[src/rtl/sq_pkg.sv]
package sq_pkg;
  localparam int STEPS  = 8;
  localparam int STEP_W = $clog2(STEPS);

  typedef enum logic [1:0] {
    SEL_SHAPE = 2'd0,
    SEL_ENV   = 2'd1,
    SEL_PLO   = 2'd2,
    SEL_CTRL  = 2'd3
  } reg_sel_e;

  // Pattern bit for a shape at a step; step 0 is the leftmost listed bit.
  function automatic logic shape_bit(input logic [1:0] shape, input logic [STEP_W-1:0] step);
    logic [STEPS-1:0] pat;
    case (shape)
      2'd0:    pat = 8'b0000_0001;
      2'd1:    pat = 8'b1000_0001;
      2'd2:    pat = 8'b1000_0111;
      default: pat = 8'b0111_1110;
    endcase
    return pat[STEPS-1-int'(step)];
  endfunction
endpackage

[src/rtl/sq_step_timer.sv]
module sq_step_timer #(
  parameter int PERIOD_W = 11,
  parameter int SCALE_SH = 2,
  parameter int STEP_W   = 3
) (
  input  logic                clk,
  input  logic                rst_n,
  input  logic                run,
  input  logic                restart,
  input  logic [PERIOD_W-1:0] period,
  output logic [STEP_W-1:0]   step
);
  localparam int CNT_W = PERIOD_W + SCALE_SH + 1;
  localparam logic [CNT_W-1:0] FULL = CNT_W'(1) << PERIOD_W;

  logic [CNT_W-1:0] cnt;
  logic [CNT_W-1:0] reload;

  assign reload = (FULL - CNT_W'(period)) << SCALE_SH;

  always_ff @(posedge clk or negedge rst_n) begin
    if (!rst_n) begin
      cnt  <= '0;
      step <= '0;
    end else if (restart) begin
      cnt  <= reload;
      step <= '0;
    end else if (run) begin
      if (cnt <= CNT_W'(1)) begin
        cnt  <= reload;
        step <= step + 1'b1;
      end else begin
        cnt <= cnt - 1'b1;
      end
    end
  end

  AST_STEP_ADVANCE: assert property (@(posedge clk) disable iff (!rst_n)
    (!$past(restart) && (step != $past(step))) |-> ($past(run) && step == STEP_W'($past(step) + 1'b1)))
    else $error("step moved outside an expiry");
endmodule

[src/rtl/sq_envelope.sv]
module sq_envelope #(
  parameter int VOL_W  = 4,
  parameter int PACE_W = 3
) (
  input  logic              clk,
  input  logic              rst_n,
  input  logic              load,
  input  logic [VOL_W-1:0]  load_vol,
  input  logic [PACE_W-1:0] load_pace,
  input  logic              load_up,
  input  logic              tick,
  input  logic              chan_on,
  output logic [VOL_W-1:0]  vol
);
  localparam logic [VOL_W-1:0] VOL_MAX = '1;

  logic              env_on;
  logic              up;
  logic [PACE_W-1:0] pace;
  logic [PACE_W-1:0] cnt;
  logic [PACE_W:0]   cnt_inc;
  logic [VOL_W-1:0]  vol_nx;

  assign cnt_inc = {1'b0, cnt} + 1'b1;

  always_comb begin
    vol_nx = vol;
    if (up && vol != VOL_MAX)        vol_nx = vol + 1'b1;
    else if (!up && vol != '0)       vol_nx = vol - 1'b1;
  end

  always_ff @(posedge clk or negedge rst_n) begin
    if (!rst_n) begin
      vol    <= '0;
      env_on <= 1'b0;
      up     <= 1'b0;
      pace   <= '0;
      cnt    <= '0;
    end else if (load) begin
      vol    <= load_vol;
      pace   <= load_pace;
      up     <= load_up;
      cnt    <= '0;
      env_on <= (load_pace != '0);
    end else if (tick && chan_on && env_on) begin
      if (cnt_inc >= {1'b0, pace}) begin
        vol <= vol_nx;
        cnt <= '0;
        if (vol_nx == '0 || vol_nx == VOL_MAX) env_on <= 1'b0;
      end else begin
        cnt <= cnt_inc[PACE_W-1:0];
      end
    end
  end

  AST_VOL_MOVES_ONE: assert property (@(posedge clk) disable iff (!rst_n)
    (!$past(load) && vol != $past(vol)) |-> (vol == $past(vol) + 1'b1 || vol == $past(vol) - 1'b1))
    else $error("volume jumped by more than one");

  AST_LIMIT_HOLDS: assert property (@(posedge clk) disable iff (!rst_n)
    (!$past(env_on) && !$past(load)) |-> (vol == $past(vol)))
    else $error("volume moved with envelope stopped");
endmodule

[src/rtl/sq_tone_channel.sv]
module sq_tone_channel
  import sq_pkg::*;
#(
  parameter int PERIOD_W = 11,
  parameter int SCALE_SH = 2,
  parameter int VOL_W    = 4,
  parameter int PACE_W   = 3
) (
  input  logic             clk,
  input  logic             rst_n,
  input  logic             wr_en,
  input  logic [1:0]       wr_sel,
  input  logic [7:0]       wr_data,
  input  logic             env_tick,
  input  logic             len_clear,
  output logic [VOL_W-1:0] sample,
  output logic             active
);
  localparam int HI_W = PERIOD_W - 8;

  logic [1:0]          shape_q;
  logic [7:0]          env_q;
  logic [PERIOD_W-1:0] period_q;
  logic [PERIOD_W-1:0] period_nx;
  logic                chan_on;
  logic                env_wr, ctrl_wr, plo_wr, shape_wr, trig;
  logic                dac_pwr;
  logic [STEP_W-1:0]   step;
  logic [VOL_W-1:0]    vol;
  logic [7:0]          env_src;

  assign shape_wr = wr_en && (wr_sel == SEL_SHAPE);
  assign env_wr   = wr_en && (wr_sel == SEL_ENV);
  assign plo_wr   = wr_en && (wr_sel == SEL_PLO);
  assign ctrl_wr  = wr_en && (wr_sel == SEL_CTRL);
  assign trig     = ctrl_wr && wr_data[7];
  assign dac_pwr  = |env_q[7:3];

  always_comb begin
    period_nx = period_q;
    if (plo_wr)  period_nx[7:0] = wr_data;
    if (ctrl_wr) period_nx[PERIOD_W-1:8] = wr_data[HI_W-1:0];
  end

  always_ff @(posedge clk or negedge rst_n) begin
    if (!rst_n) begin
      shape_q  <= '0;
      env_q    <= '0;
      period_q <= '0;
      chan_on  <= 1'b0;
    end else begin
      period_q <= period_nx;
      if (shape_wr) shape_q <= wr_data[7:6];
      if (env_wr)   env_q   <= wr_data;
      if (env_wr && wr_data[7:3] == '0) chan_on <= 1'b0;
      else if (trig)                    chan_on <= dac_pwr;
      else if (len_clear)               chan_on <= 1'b0;
    end
  end

  assign env_src = env_wr ? wr_data : env_q;

  sq_step_timer #(.PERIOD_W(PERIOD_W), .SCALE_SH(SCALE_SH), .STEP_W(STEP_W)) u_timer (
    .clk     (clk),
    .rst_n   (rst_n),
    .run     (chan_on),
    .restart (trig),
    .period  (period_nx),
    .step    (step)
  );

  sq_envelope #(.VOL_W(VOL_W), .PACE_W(PACE_W)) u_env (
    .clk       (clk),
    .rst_n     (rst_n),
    .load      (env_wr || trig),
    .load_vol  (env_src[7:4]),
    .load_pace (env_src[2:0]),
    .load_up   (env_src[3]),
    .tick      (env_tick),
    .chan_on   (chan_on),
    .vol       (vol)
  );

  assign active = chan_on;
  assign sample = (chan_on && shape_bit(shape_q, step)) ? vol : '0;

  AST_DAC_OFF_STOPS: assert property (@(posedge clk) disable iff (!rst_n)
    (env_wr && wr_data[7:3] == '0) |=> !active)
    else $error("channel active with converter off");

  AST_LEN_CLEAR_STOPS: assert property (@(posedge clk) disable iff (!rst_n)
    (len_clear && !trig) |=> !active)
    else $error("length clear ignored");

  AST_TRIG_STARTS: assert property (@(posedge clk) disable iff (!rst_n)
    (trig && dac_pwr) |=> (active && step == '0))
    else $error("trigger did not start channel");
endmodule

[config.mk]
export PLATFORM = sky130hd
export DESIGN_NAME = sq_tone_channel
export DESIGN_NICKNAME = d
export VERILOG_FILES = /design/src/rtl/sq_pkg.sv /design/src/rtl/sq_step_timer.sv /design/src/rtl/sq_envelope.sv /design/src/rtl/sq_tone_channel.sv
export SDC_FILE = /design/constraint.sdc
export NUM_CORES = 1
export LEC_CHECK = 0
export ABC_AREA = 1
export ABC_CLOCK_PERIOD_IN_PS = 1900
export BUFFER_PORTS_ARGS = -buffer_cell sky130_fd_sc_hd__buf_4
export CORE_ASPECT_RATIO = 0.5
export CORE_MARGIN = 4
export CORE_UTILIZATION = 48
export CTS_CLUSTER_SIZE = 16
export DETAILED_ROUTE_END_ITERATION = 10
export PLACE_DENSITY = 0.68
export RECOVER_POWER = 100
export SYNTH_ARGS = -nofsm -noshare
export SYNTH_HDL_FRONTEND = slang
export SYNTH_SLANG_ARGS = --single-unit
[constraint.sdc]
create_clock -name clk -period 1.9 [get_ports clk]
set_input_delay 0.285 -clock clk [delete_from_list [all_inputs] [get_ports clk]]
set_output_delay 0.285 -clock clk [all_outputs]
set_load 0.01 [all_outputs]
# Word level (Yosys, flattened, before mapping)
# Index checks and enable logic that the tools add are counted.
word_totals:
  wordCells: 87
  reg_bits: 51
  ram_bits: 0
  mem_count: 0
  latch_bits: 0
  in_bits: 15
  rom_bits: 0
  out_inout_bits: 5
op_classes:
  bitwise_logic: 0
  order_cmp: 3
  div: 0
  n_mux: 29
  add_sub_neg: 7
  n_eq_ne: 7
  shifts: 0
  n_reduce_logical: 30
  multipliers: 0
ops:
  columns: ["cell", "count"]
  rows:
  - ["two-way mux 14 bit", 3]
  - ["two-way mux 4 bit", 6]
  - ["one-hot mux 8 bit (3 select lines)", 1]
  - ["two-way mux 3 bit", 7]
  - ["two-way mux 8 bit", 2]
  - ["less-or-equal comparator 14 x 1 -> 1 bit (second input constant)", 1]
  - ["subtractor 14 x 1 -> 14 bit (second input constant)", 1]
  - ["subtractor 12 x 11 -> 12 bit (first input constant)", 1]
  - ["logical AND 1 bit", 11]
  - ["nonzero test 2 bit", 5]
  - ["two-way mux 1 bit", 9]
  - ["equality test 2 bit (second input constant)", 3]
  - ["nonzero test 3 bit", 2]
  - ["logical NOT 5 bit", 1]
  - ["less-than comparator 4 x 5 -> 1 bit (second input constant)", 1]
  - ["OR reduction 5 bit", 1]
  - ["adder 3 x 1 -> 4 bit (second input constant)", 1]
  - ["adder 4 x 1 -> 4 bit (second input constant)", 1]
  - ["equality test 2 x 1 -> 1 bit (second input constant)", 2]
  - ["equality test 4 bit (second input constant)", 1]
  - ["greater-or-equal comparator 4 x 3 -> 1 bit", 1]
  - ["logical NOT 2 bit", 2]
  - ["logical NOT 4 bit", 1]
  - ["!= test 4 bit (second input constant)", 1]
  - ["9 further kinds", 11]

# Longest topological paths before layout
# Gate-level depths: netlist (run 1).
logic_depth:
  depth_word: 10
  ltp_mapped: 14
  ltp_nobuf: 14

# By module
# A second synthesis (run 1) with hierarchy kept.
unflattened:
  hier_cells: 452
  hier_area_um2: 3291.9
by_module_without_submodules:
  columns: ["module", "area_each_um2", "n_inst", "cells_each"]
  rows:
  - ["sq_step_timer", 1408.9, 1, 216]
  - ["sq_tone_channel", 1019.7, 1, 121]
  - ["sq_envelope", 863.3, 1, 115]

# Worst setup path before layout (run 1)
# OpenSTA, ideal clock, no wires.
synth_path:
  path_type: "reg2reg"
  from: "register u_env.cnt[0]"
  to: "register u_env.vol[0]"
  path_buffers: 0
  required_ns: 1.773
  path_slack_ns: 0.081
  path_stages_with_launch: 9
  setup_time_ns: 0.127
  synth_period_minus_slack_ns: 1.819
  arrival_ns: 1.692
  cell_sequence: "dfrtp_1 ha_1 xor2_1 ha_1 a21boi_0 nor3_2 nor2_4 o211ai_1 o21ai_1"
synth_via:
  elab_chain_cells: 4
synth_lines:
  columns: ["item", "line_no", "rtl"]
  rows:
  - ["start, declared", "sq_envelope.sv:20", "logic [PACE_W-1:0] cnt;"]
  - ["start signal, assigned", "sq_envelope.sv:51", "cnt <= cnt_inc[PACE_W-1:0];"]
  - ["adder 3 x 1 -> 4 bit", "sq_envelope.sv:24", "assign cnt_inc = {1'b0, cnt} + 1'b1;"]
  - ["greater-or-equal comparator 4 x 3 -> 1 bit", "sq_envelope.sv:46", "if (cnt_inc >= {1'b0, pace}) begin"]
  - ["nonzero test 2 bit (no source line)", null, null]
  - ["AND reduction 2 bit (no source line)", null, null]
  - ["end signal, assigned", "sq_envelope.sv:40", "vol <= load_vol;"]
  - ["end signal, assigned", "sq_envelope.sv:47", "vol <= vol_nx;"]
  - ["end, declared", "sq_envelope.sv:13", "output logic [VOL_W-1:0] vol"]
# Every way passes these cells.
# A chain may end at the register's enable or synchronous reset.

# Worst setup path after layout (run 1)
layout_path:
  from: "register shape_q[1]"
  to: "output port sample[0]"
layout_via:
  elab_chain_cells: 7
  word_cells_on_any_way: 9
layout_lines:
  columns: ["item", "line_no", "rtl"]
  rows:
  - ["start, declared", "sq_tone_channel.sv:21", "logic [1:0] shape_q;"]
  - ["start signal, assigned", "sq_tone_channel.sv:53", "if (shape_wr) shape_q <= wr_data[7:6];"]
  - ["equality test 2 bit, or another cell as far along", "sq_pkg.sv:15", "case (shape)"]
  - ["one-hot mux 8 bit (3 select lines) (*)", "sq_pkg.sv:15", null]
  - ["binary-select mux 1 bit (select 3 bit) (*)", "sq_pkg.sv:21", "return pat[STEPS-1-int'(step)];"]
  - ["two-way mux 1 bit (implied by the code) (*) (2 in a row)", "sq_pkg.sv:21", null]
  - ["logical AND 1 bit (*)", "sq_tone_channel.sv:85", "assign sample = (chan_on && shape_bit(shape_q, step)) ? vol : '0;"]
  - ["two-way mux 4 bit (*)", "sq_tone_channel.sv:85", null]
  - ["end, declared", "sq_tone_channel.sv:16", "output logic [VOL_W-1:0] sample,"]
# Every way passes the cells marked *; elsewhere a longest branch is shown, timed or not. The select of a mux whose other input is x is not followed.

==> results of run 1 <==
-- cells in the mapped netlist, types with 4 or more instances --
cell      instances  area share, %
a21oi_1           9            1.4
nor2_1           40            4.7
xor2_1           10            2.8
nand2_2           7            1.4
o21ai_2           5            1.4
o21ai_0          20            3.1
nand4_1           6            1.2
inv_2             7           0.83
inv_1            51            6.0
nor2_4            4            1.4
ha_1             12            4.7
dfrtp_1          51             40
o211ai_1          5            1.2
nand3_1          37            5.8
o21ai_1           7            1.1
nand2_1         105             12
-- sequential cells by signal, indices dropped and copies added, names as in the netlist --
| signal | cells |
|---|---|
| env_q | 8 |
| period_q | 11 |
| u_env.vol | 4 |
| u_env.env_on | 1 |
| active | 1 |
| u_env.up | 1 |
| u_timer.cnt | 14 |
| shape_q | 2 |
| u_env.cnt | 3 |
| u_timer.step | 3 |
| u_env.pace | 3 |
-- final cells by class --
class	count	area [um2]
sequential	51	1279
timing repair buffer	34	242.7
clock inverter	1	5.005
tap	88	110.1
fill	552	2510
inverter	58	217.7
clock buffer	7	132.6
multi-input combinational	302	1734
-- final timing paths --
| check | start | end | cells after the start |
|---|---|---|---|
| setup / recovery | shape_q[1]$_DFFE_PN0P_ | sample[0] | 8 |
| hold / removal | wr_data[3] | env_q[3]$_DFF_PN0_ | 3 |
| setup reg to reg | u_env.cnt[1]$_DFFE_PN0P_ | u_env.vol[3]$_DFFE_PN0P_ | 8 |
| hold reg to reg | u_env.env_on$_DFFE_PN0P_ | u_env.env_on$_DFFE_PN0P_ | 2 |
| max in group asynchronous | rst_n | shape_q[0]$_DFFE_PN0P_ | 1 |
| min in group asynchronous | rst_n | u_timer.cnt[4]$_DFFE_PN0P_ | 1 |
-- per-layer routing --
layer / GRT usage [%] / vias to the layer above
li1: - / 1425
met1: 24.70 / 1279
met4: 4.276 / 0
met2: 32.66 / 53
met3: 3.869 / 11
met5: 0 / -
-- metrics by stage --
stage	worst slack (ns)	utilization [%]	hold slack, ns	area (um2)	power [mW]
final	-0.03538	59.72	0.2597	3721	4.645
after floorplan	0.08133	-	-0.01059	3181	2.979
after CTS	-0.01614	58.76	0.05558	3661	4.450
after global routing	-0.1200	59.72	0.2731	3721	5.012
after detailed placement	-0.09774	55.76	0.3657	3475	3.469
after global placement	0.08594	55.76	0.3524	3475	3.373
-- power groups by stage --
stage	Combinational, mW	Clock, mW	Sequential, mW
floorplan	1.36	0	1.62
global route	2.35	0.936	1.72
global placement	1.71	0	1.67
CTS	1.90	0.895	1.65
finish	2.09	0.875	1.68
detailed placement	1.79	0	1.68
-- worst max-delay path: stages, from the launching register on --
cell      delay, ns
dfrtp_2        0.44
ha_4           0.18
nor2_4         0.09
o21ai_1        0.07
o211ai_1       0.08
o211ai_1       0.10
buf_4          0.18
nor2_1         0.09
buf_4          0.12
-- cell families (layout without fill, tap and decap cells) --
kind of cell,count (synthesis),in the layout,share of synthesized area (%)
buffers and inverters,64,100,7.907
XOR/XNOR,13,13,3.580
adder cells (fa/ha/maj),12,12,4.721
AO/OA/AOI/OAI,62,62,12.75
multiplexers,2,2,0.6688
AND/OR/NAND/NOR,212,213,30.25
flip-flops,51,51,40.13
-- timing repair --
| item | 4_1_cts | 5_1_grt |
|---|---|---|
| cloned | 1 | 0 |
| setup endpoints to repair | 12 | 19 |
| hold buffers | 0 | 0 |
| pin swaps | 7 | 12 |
| resized for setup | 7 | 27 |
| buffers inserted | 4 | 2 |
==> results by group, run 1 <==
Outcome
  • Outcome: finished, violations left
  • Failing checks: negative setup slack

Die
  • Num ports: 20
  • Die ar.: 0.008072 mm2
  • Area of the core: 0.006231 mm2
  • Chip height: 65.56 um
  • Starting density of the core: 51.04%
  • Core Rows: 20
  • DIE WIDTH: 123.1 um

Power and ir drop
  • Clk network pwr share: 18.8%
  • Leakage: 1.848 nW
  • Flop pwr share: 36.1%
  • VDD IR max: 0.0005569 V
  • Pint: 2.754 mW
  • Combinational group share of total power: 45.0%
  • Switching power: 1.892 mW
  • Power density over cell area: 1248 mW/mm2
  • Sw Ratio: 40.72%

Timing
  • Worst Slack Setup Final: -0.03538 ns
  • Slew @ Worst Pin: 1.301 ns
  • Fin crit share: 101.9%
  • Final hold viol count: 0
  • Final-report setup violation count: 4
  • Final Skew: 0.004096 ns
  • RSZ-0062 raised after global routing: yes
  • Min cycle time layout: 1.935 ns
  • Pins Over Slew Limit: 0
  • Slew margin rel.: 13.26%
  • Final setup TNS: -0.1132 ns
  • Max Fclk: 516.7 MHz

Clock tree
  • Htree depth: 2
  • Worst-Skew Late Latency: 0.29 ns
  • Num CTS Buffers: 5
  • Clock Path Buffers: 2
  • Clock transition at path regs: 0.07 ns
  • Root buf cell: clkbuf_16
  • CTS sink count: 51
  • CTS tree: yes

Finish
  • Non-Filler Instances: 541
  • Area growth syn-to-layout: 16.99%
  • Commonest non-fill, non-tap cells in the layout: nand2_1, inv_1, dfrtp_1, nand3_1, nor2_1
  • Commonest non-fill, non-tap cell in the layout: nand2_1
  • # diodes: 0
  • # nets final: 479
  • Share of cells above drive strength 1: 18.54%

Yosys
  • Yosys Warn Count: 0
  • Fraction of registers with async set/reset: 100.0%
  • Synth Cell Area: 0.003181 mm2
  • Synth Instances: 416
  • Avg Cell Area, Syn: 7.646 um2
  • Sequential fraction of the synthesis area: 40.13%
  • Top_reg_cell synth: dfrtp_1
  • Cell variety after synth: 40
  • Number of synthesized flops with an enable pin: 0
  • Syn nets: 443
  • Synth Register Bits: 51

Place
  • Placed cells: 527
  • Port Buffers: 19
  • Placer Congestion: 0.9055
  • DPL Wire Length: 5.288 mm

Detailed routing
  • Uppermost layer routed: met4
  • Number of nets with antenna violations after routing: 0
  • 1st-iter DRT viols: 220
  • Via density: 5.116
  • DRC: 0
  • Drt first pass iters: 4
  • Routed len/inst: 13.38 um
  • Vias: 2768
  • Metal2 WL: 3.417 mm
  • Drt total wl: 7.240 mm
  • M1 WL: 3.523 mm
  • Metal3 WL: 241 um

GRT
  • Vias in the first global route: 2694
  • Largest net degree at the start of global routing: 52
  • Initial antenna violation count: 0
  • GRT Total Usage: 18.95%
  • GR Overflow Total: 0
  • Global-route wire length before repair: 12.24 mm

Min path
  • Worst Hold Class: input port to register

Critical path
  • Crit path required time: 1.62 ns
  • Worst Path Class, Setup: register to output port
  • CP endpoint kind: output port
  • Worst R2R Setup Slack: 0.03 ns
  • Worst Path Arrival: 1.65 ns
  • Worst-path fanout max: 4
  • Worst setup SP type: register

Job
  • Max_cap viols: 0
Note: power is estimated with default switching activity, not from simulation.
==> inputs of run 2 (changes only) <==
--- a/config.mk
+++ b/config.mk
@@ -5,7 +5,7 @@
 export SDC_FILE = /design/constraint.sdc
 export NUM_CORES = 1
 export LEC_CHECK = 0
-export ABC_AREA = 1
+export ABC_AREA = 0
 export ABC_CLOCK_PERIOD_IN_PS = 1900
 export BUFFER_PORTS_ARGS = -buffer_cell sky130_fd_sc_hd__buf_4
 export CORE_ASPECT_RATIO = 0.5
@@ -18,3 +18,4 @@
 export SYNTH_ARGS = -nofsm -noshare
 export SYNTH_HDL_FRONTEND = slang
 export SYNTH_SLANG_ARGS = --single-unit
+export TNS_END_PERCENT = 50
==> run 2 against run 1 <==
Compared with the run above: power rose by 4.0%; highest routed layer unchanged; critical endpoint is now sample[3]; die area rose by 1.3%; clock power rose by 22%; the flow still finishes with violations (negative setup slack); maximum frequency fell by 8.9%; register-to-register slack got worse by 0.22 ns.
==> results by group, run 2 <==
Outcome
  • Outcome: finished, violations left
  • Failing checks: negative setup slack

Min path
  • Worst Hold Class: input port to register

Detailed routing
  • Vias: 2960
  • 1st-iter DRT viols: 202
  • Number of nets with antenna violations after routing: 0
  • Drt first pass iters: 4
  • Via density: 5.759
  • Drt total wl: 8.658 mm
  • DRC: 0
  • Routed len/inst: 16.84 um

Place
  • Placed cells: 496
  • Post-DP Area: 0.003913 mm2
  • Placer Congestion: 0.9092
  • Dpl ws: -0.3614 ns
  • DPL Wire Length: 5.976 mm
  • Port Buffers: 19

Yosys
  • Synth Cell Area: 0.003226 mm2
  • Fraction of registers with async set/reset: 100.0%
  • Number of synthesized flops with an enable pin: 0
  • Post-synth top area cell: dfrtp_1
  • Cell variety after synth: 59
  • Area share of xor/xnor cells in the synthesized design: 2.987%
  • Sequential fraction of the synthesis area: 39.57%
  • Yosys Warn Count: 0
  • Most common cell in the netlist: dfrtp_1
  • Synth Register Bits: 51
  • Post-Synth Adder-Cell Area: 4.965%
  • Avg Cell Area, Syn: 9.487 um2
  • Synth top cells by count: dfrtp_1, nand2_1, inv_1
  • Synth Instances: 340
  • Post-Synth Simple-Gate Area: 21.37%
  • Synth Area in Compound Gates: 17.11%
  • Mux contribution to synthesized area: 9.620%
  • Largest family of logic cells by synthesized area: simple AND/OR/NAND/NOR gates
  • Top cells by area, synth: dfrtp_1, ha_1, mux2i_1
  • Top cell type's share of synthesized area: 39.57%
  • Top_reg_cell synth: dfrtp_1
  • Syn nets: 367

Finish
  • # diodes: 0
  • Biggest register: u_timer.cnt
  • Non-Filler Instances: 514
  • Area growth syn-to-layout: 34.13%
  • Fin area: 0.004327 mm2
  • # nets final: 452
  • Max reg flops: 14
  • Fillcell total: 453
  • Share of cells above drive strength 1: 33.57%
  • Commonest non-fill, non-tap cells in the layout: buf_4, dfrtp_1, nand2_1, inv_1, nor2_1
  • Biggest regs: u_timer.cnt: 14 flops, period_q: 11 flops, env_q: 8 flops
  • Commonest non-fill, non-tap cell in the layout: buf_4

Timing
  • Slew @ Worst Pin: 1.306 ns
  • RSZ-0062 raised after global routing: yes
  • Min cycle time layout: 2.125 ns
  • Hold WS: 0.2633 ns
  • Final hold viol count: 0
  • Final-report setup violation count: 15
  • Fin crit share: 111.8%
  • Final setup TNS: -1.685 ns
  • Slew margin rel.: 12.94%
  • Max Fclk: 470.6 MHz
  • Worst Slack Setup Final: -0.2248 ns
  • Final Skew: 0.003360 ns
  • Pins Over Slew Limit: 0

GRT
  • Largest net degree at the start of global routing: 52
  • Global-route wire length before repair: 14.40 mm
  • GRT Total Usage: 22.58%
  • Vias in the first global route: 3068
  • GR Overflow Total: 0
  • Initial antenna violation count: 0

Die
  • Die ar.: 0.008175 mm2
  • Chip height: 65.97 um
  • DIE WIDTH: 123.9 um
  • Core Rows: 20
  • Area of the core: 0.006281 mm2
  • Starting density of the core: 51.35%
  • Num ports: 20

Critical path
  • Worst Path Class, Setup: register to output port
  • Worst Path Arrival: 1.84 ns
  • Worst setup SP type: register
  • Worst-path fanout max: 4
  • Crit path required time: 1.62 ns
  • CP endpoint kind: output port

Clock tree
  • Num CTS Buffers: 5
  • Htree depth: 2
  • Worst-Skew Late Latency: 0.30 ns
  • Hold_buf cts: 0
  • CTS tree: yes
  • Clock Path Buffers: 2
  • Root buf cell: clkbuf_16
  • CTS sink count: 51
  • Clock transition at path regs: 0.07 ns

Power and ir drop
  • Combinational group share of total power: 44.2%
  • Clk network pwr share: 22.2%
  • Pint: 3.122 mW
  • Sw Ratio: 35.41%
  • Power density over cell area: 1117 mW/mm2
  • Leakage: 1.979 nW
  • Switching power: 1.711 mW
  • VDD IR max: 0.0006588 V
  • Flop pwr share: 33.6%

Job
  • Max_cap viols: 0
-- run 2: what timing repair did --
item	CTS	global route
pin swaps	15	11
buffers inserted	2	9
setup endpoints to repair	13	19
endpoints found under the hold margin	0	0
gates cloned	0	0
resized for setup	23	26
-- run 2: layout make-up --
| type | instances | area, um2 | area share [%] |
|---|---|---|---|
| clock inverter | 2 | 35.03 | 0.8097 |
| tap | 88 | 110.1 | 2.545 |
| clock buffer | 6 | 138.9 | 3.210 |
| timing repair buffer | 89 | 666.9 | 15.41 |
| inverter | 24 | 90.09 | 2.082 |
| sequential | 51 | 1277 | 29.53 |
| multi-input combinational | 254 | 2008 | 46.41 |
-- run 2: worst max-delay path: stages (launching register included) --
cell and delay, ns:
dfrtp_1 0.42, ha_4 0.18, maj3_2 0.32, a211oi_4 0.25
a211oi_4 0.10, and2_1 0.16, buf_6 0.12
-- run 2: final timing paths --
kind | start | to | slack (ns) | cells past startpoint
setup / recovery | shape_q[1]$_DFFE_PN0P_ | sample[3] | -0.22 | 6
min in group asynchronous | rst_n | u_timer.cnt[8]$_DFFE_PN0P_ | 0.27 | 1
setup reg to reg | u_timer.cnt[0]$_DFFE_PN0P_ | u_timer.cnt[10]$_DFFE_PN0P_ | -0.19 | 7
hold reg to reg | env_q[7]$_DFF_PN0_ | env_q[7]$_DFF_PN0_ | 0.52 | 1
hold / removal | wr_data[6] | shape_q[0]$_DFFE_PN0P_ | 0.26 | 3
max in group asynchronous | rst_n | u_timer.step[1]$_DFFE_PN0P_ | 0.75 | 1
-- run 2: power by group through the flow --
stage | Combinational (mW) | Sequential [mW] | Clock [mW]
global route | 2.33 | 1.66 | 1.14
finish | 2.14 | 1.62 | 1.07
CTS | 1.96 | 1.63 | 1.09
global placement | 1.77 | 1.62 | 0
detailed placement | 1.85 | 1.64 | 0
floorplan | 1.06 | 1.63 | 0
-- run 2: through the flow --
| stage | util (%) | total power, mW |
|---|---|---|
| 6_report | 68.88 | 4.833 |
| 5_1_grt | 68.88 | 5.128 |
| 4_1_cts | 66.91 | 4.677 |
| 3_5_place_dp | 62.29 | 3.488 |
| 3_3_place_gp | 62.29 | 3.397 |
| 2_1_floorplan | - | 2.690 |
-- run 2: cells by family after synthesis --
kind of cell | Yosys count
mux | 29
buf+inv | 35
xor+xnor | 11
fa+ha+maj | 13
simple gates | 125
compound gates | 76
flops | 51
-- run 2: routing by layer --
metal | GRT usage, % | share of wire [%] | vias to the layer above
met2 | 37.79 | 48 | 73
met5 | 0 | 0 | -
li1 | - | - | 1416
met3 | 5.897 | 4.5 | 18
met4 | 8.731 | 1.6 | 0
met1 | 28.11 | 46 | 1453
==> inputs of run 3 (changes only) <==
--- a/config.mk
+++ b/config.mk
@@ -5,7 +5,7 @@
 export SDC_FILE = /design/constraint.sdc
 export NUM_CORES = 1
 export LEC_CHECK = 0
-export ABC_AREA = 0
+export ABC_AREA = 1
 export ABC_CLOCK_PERIOD_IN_PS = 1900
 export BUFFER_PORTS_ARGS = -buffer_cell sky130_fd_sc_hd__buf_4
 export CORE_ASPECT_RATIO = 0.5
@@ -13,9 +13,8 @@
 export CORE_UTILIZATION = 48
 export CTS_CLUSTER_SIZE = 16
 export DETAILED_ROUTE_END_ITERATION = 10
-export PLACE_DENSITY = 0.68
+export PLACE_DENSITY = 0.72
 export RECOVER_POWER = 100
 export SYNTH_ARGS = -nofsm -noshare
 export SYNTH_HDL_FRONTEND = slang
 export SYNTH_SLANG_ARGS = --single-unit
-export TNS_END_PERCENT = 50
==> run 3 against run 2 <==
Compared with the run above: the run still ends with negative setup slack left; non-clock buffer count shrank 51; global-route usage decreased by 2.9 points; sequential share of layout area is 4.6 points higher; clock-buffer cell count unchanged; final cell count grew 6.0%; critical path type unchanged; critical endpoint unchanged; largest power group unchanged.
==> results by group, run 3 (synthesized netlist as in run 1, its figures left out) <==
Timing
  • Final hold viol count: 0
  • Final-report setup violation count: 4
  • Slew margin rel.: 13.03%
  • Fin crit share: 103.6%
  • Hold WS: 0.2499 ns
  • RSZ-0062 raised after global routing: yes
  • Final Skew: 0.005694 ns
  • Pins Over Slew Limit: 0
  • Slew @ Worst Pin: 1.305 ns
  • Min cycle time layout: 1.968 ns
  • Max Fclk: 508.2 MHz
  • Worst Slack Setup Final: -0.06790 ns

Finish
  • Area growth syn-to-layout: 17.43%
  • Biggest register: u_timer.cnt
  • Share of cells above drive strength 1: 19.26%
  • Register area: 0.001276 mm2
  • Commonest non-fill, non-tap cells in the layout: nand2_1, inv_1, dfrtp_1, nand3_1, nor2_1
  • Multi-input gate area: 0.001707 mm2
  • Commonest non-fill, non-tap cell in the layout: nand2_1
  • # diodes: 0
  • Non-Filler Instances: 545
  • Fillcell total: 565
  • Max reg flops: 14
  • Biggest regs: u_timer.cnt: 14 flops, period_q: 11 flops, env_q: 8 flops
  • # nets final: 483

Outcome
  • Outcome: finished, violations left
  • Failing checks: negative setup slack

GRT
  • GR Overflow Total: 0
  • Global-route wire length before repair: 12.49 mm
  • GRT Total Usage: 19.67%
  • Initial antenna violation count: 0
  • Largest net degree at the start of global routing: 52
  • Vias in the first global route: 2659

Detailed routing
  • Number of nets with antenna violations after routing: 0
  • DRC: 0
  • Via density: 5.042
  • 1st-iter DRT viols: 211
  • Vias: 2748
  • Drt first pass iters: 4
  • Drt total wl: 7.243 mm
  • Routed len/inst: 13.29 um

Place
  • DPL Wire Length: 5.199 mm
  • Placer Congestion: 0.8808
  • Placed cells: 529
  • Port Buffers: 19

Die
  • Area of the core: 0.006231 mm2
  • Core Rows: 20
  • Starting density of the core: 51.04%
  • Num ports: 20
  • Chip height: 65.56 um
  • DIE WIDTH: 123.1 um
  • Die ar.: 0.008072 mm2

Critical path
  • Crit path required time: 1.62 ns
  • Worst setup SP type: register
  • Worst-path fanout max: 4
  • Worst Path Arrival: 1.68 ns
  • Worst Path Class, Setup: register to output port
  • CP endpoint kind: output port

Clock tree
  • Clock Path Buffers: 2
  • CTS tree: yes
  • CTS sink count: 51
  • Clock transition at path regs: 0.07 ns
  • Htree depth: 2
  • Worst-Skew Late Latency: 0.29 ns
  • Root buf cell: clkbuf_16
  • Num CTS Buffers: 5

Power and ir drop
  • Sw Ratio: 40.36%
  • Switching power: 1.860 mW
  • Power density over cell area: 1234 mW/mm2
  • Clk network pwr share: 19.2%
  • Flop pwr share: 36.4%
  • Total chip power: 4.608 mW
  • Pint: 2.748 mW
  • Combinational group share of total power: 44.5%
  • Leakage: 1.872 nW
  • VDD IR max: 0.0004638 V

Job
  • Max_cap viols: 0

Min path
  • Worst Hold Class: input port to register
-- run 3: path summary, 6_finish.rpt --
check | startpoint | endpoint | slack, ns | cells past startpoint
setup / recovery | shape_q[1]$_DFFE_PN0P_ | sample[3] | -0.07 | 8
hold / removal | wr_data[3] | env_q[3]$_DFF_PN0_ | 0.25 | 3
setup reg to reg | u_env.cnt[1]$_DFFE_PN0P_ | u_env.vol[3]$_DFFE_PN0P_ | 0.01 | 8
hold reg to reg | u_env.env_on$_DFFE_PN0P_ | u_env.env_on$_DFFE_PN0P_ | 0.49 | 2
max in group asynchronous | rst_n | u_timer.step[2]$_DFFE_PN0P_ | 0.84 | 1
min in group asynchronous | rst_n | u_timer.cnt[5]$_DFFE_PN0P_ | 0.28 | 1
-- run 3: final cells by class --
cell class              count  share of cell area (%)
clock buffers               6                   3.451
clock inverters             2                  0.3350
inverters                  58                   5.829
multi-input cells         302                   45.70
flip-flops and latches     51                   34.17
well taps                  88                   2.948
repair buffers             38                   7.571
-- run 3: repair_timing --
action | CTS | global route
pin swaps | 4 | 4
gates cloned | 0 | 1
gates resized for setup | 8 | 17
hold buffers | 0 | 0
endpoints found under the setup margin | 7 | 11
setup buffers | 2 | 5
-- run 3: power by group through the flow --
stage / Combinational (mW) / Sequential, mW / Clock [mW]
3_5_place_dp: 1.76 / 1.68 / 0
3_3_place_gp: 1.72 / 1.68 / 0
6_report: 2.05 / 1.68 / 0.884
4_1_cts: 1.81 / 1.67 / 0.902
2_1_floorplan: 1.36 / 1.62 / 0
5_1_grt: 2.38 / 1.72 / 0.966
-- run 3: stage by stage --
step                      area [um2]  setup slack, ns  util [%]  setup TNS (ns)
after floorplan                 3181          0.08133         -               0
after global placement          3490        0.0007115     56.00               0
after detailed placement        3490        -0.001995     56.00       -0.003609
after CTS                       3665         -0.02793     58.82        -0.07383
after global routing            3735          -0.1472     59.94          -1.260
final                           3735         -0.06790     59.94         -0.2490
-- run 3: critical path, cell delays in order, from the launching register on --
cell and delay [ns]:
dfrtp_1 0.40, ha_2 0.21, nor2_2 0.11, buf_4 0.12, a21oi_2 0.03, o211ai_1 0.15
buf_4 0.18, nor2_1 0.05, buf_4 0.14
-- run 3: per-layer routing --
| layer | wire length (um) | global-route usage [%] |
|---|---|---|
| met1 | 3523 | 26.23 |
| met2 | 3391 | 32.52 |
| met3 | 258 | 4.471 |
| met4 | 68 | 4.966 |
| met5 | 0 | 0 |
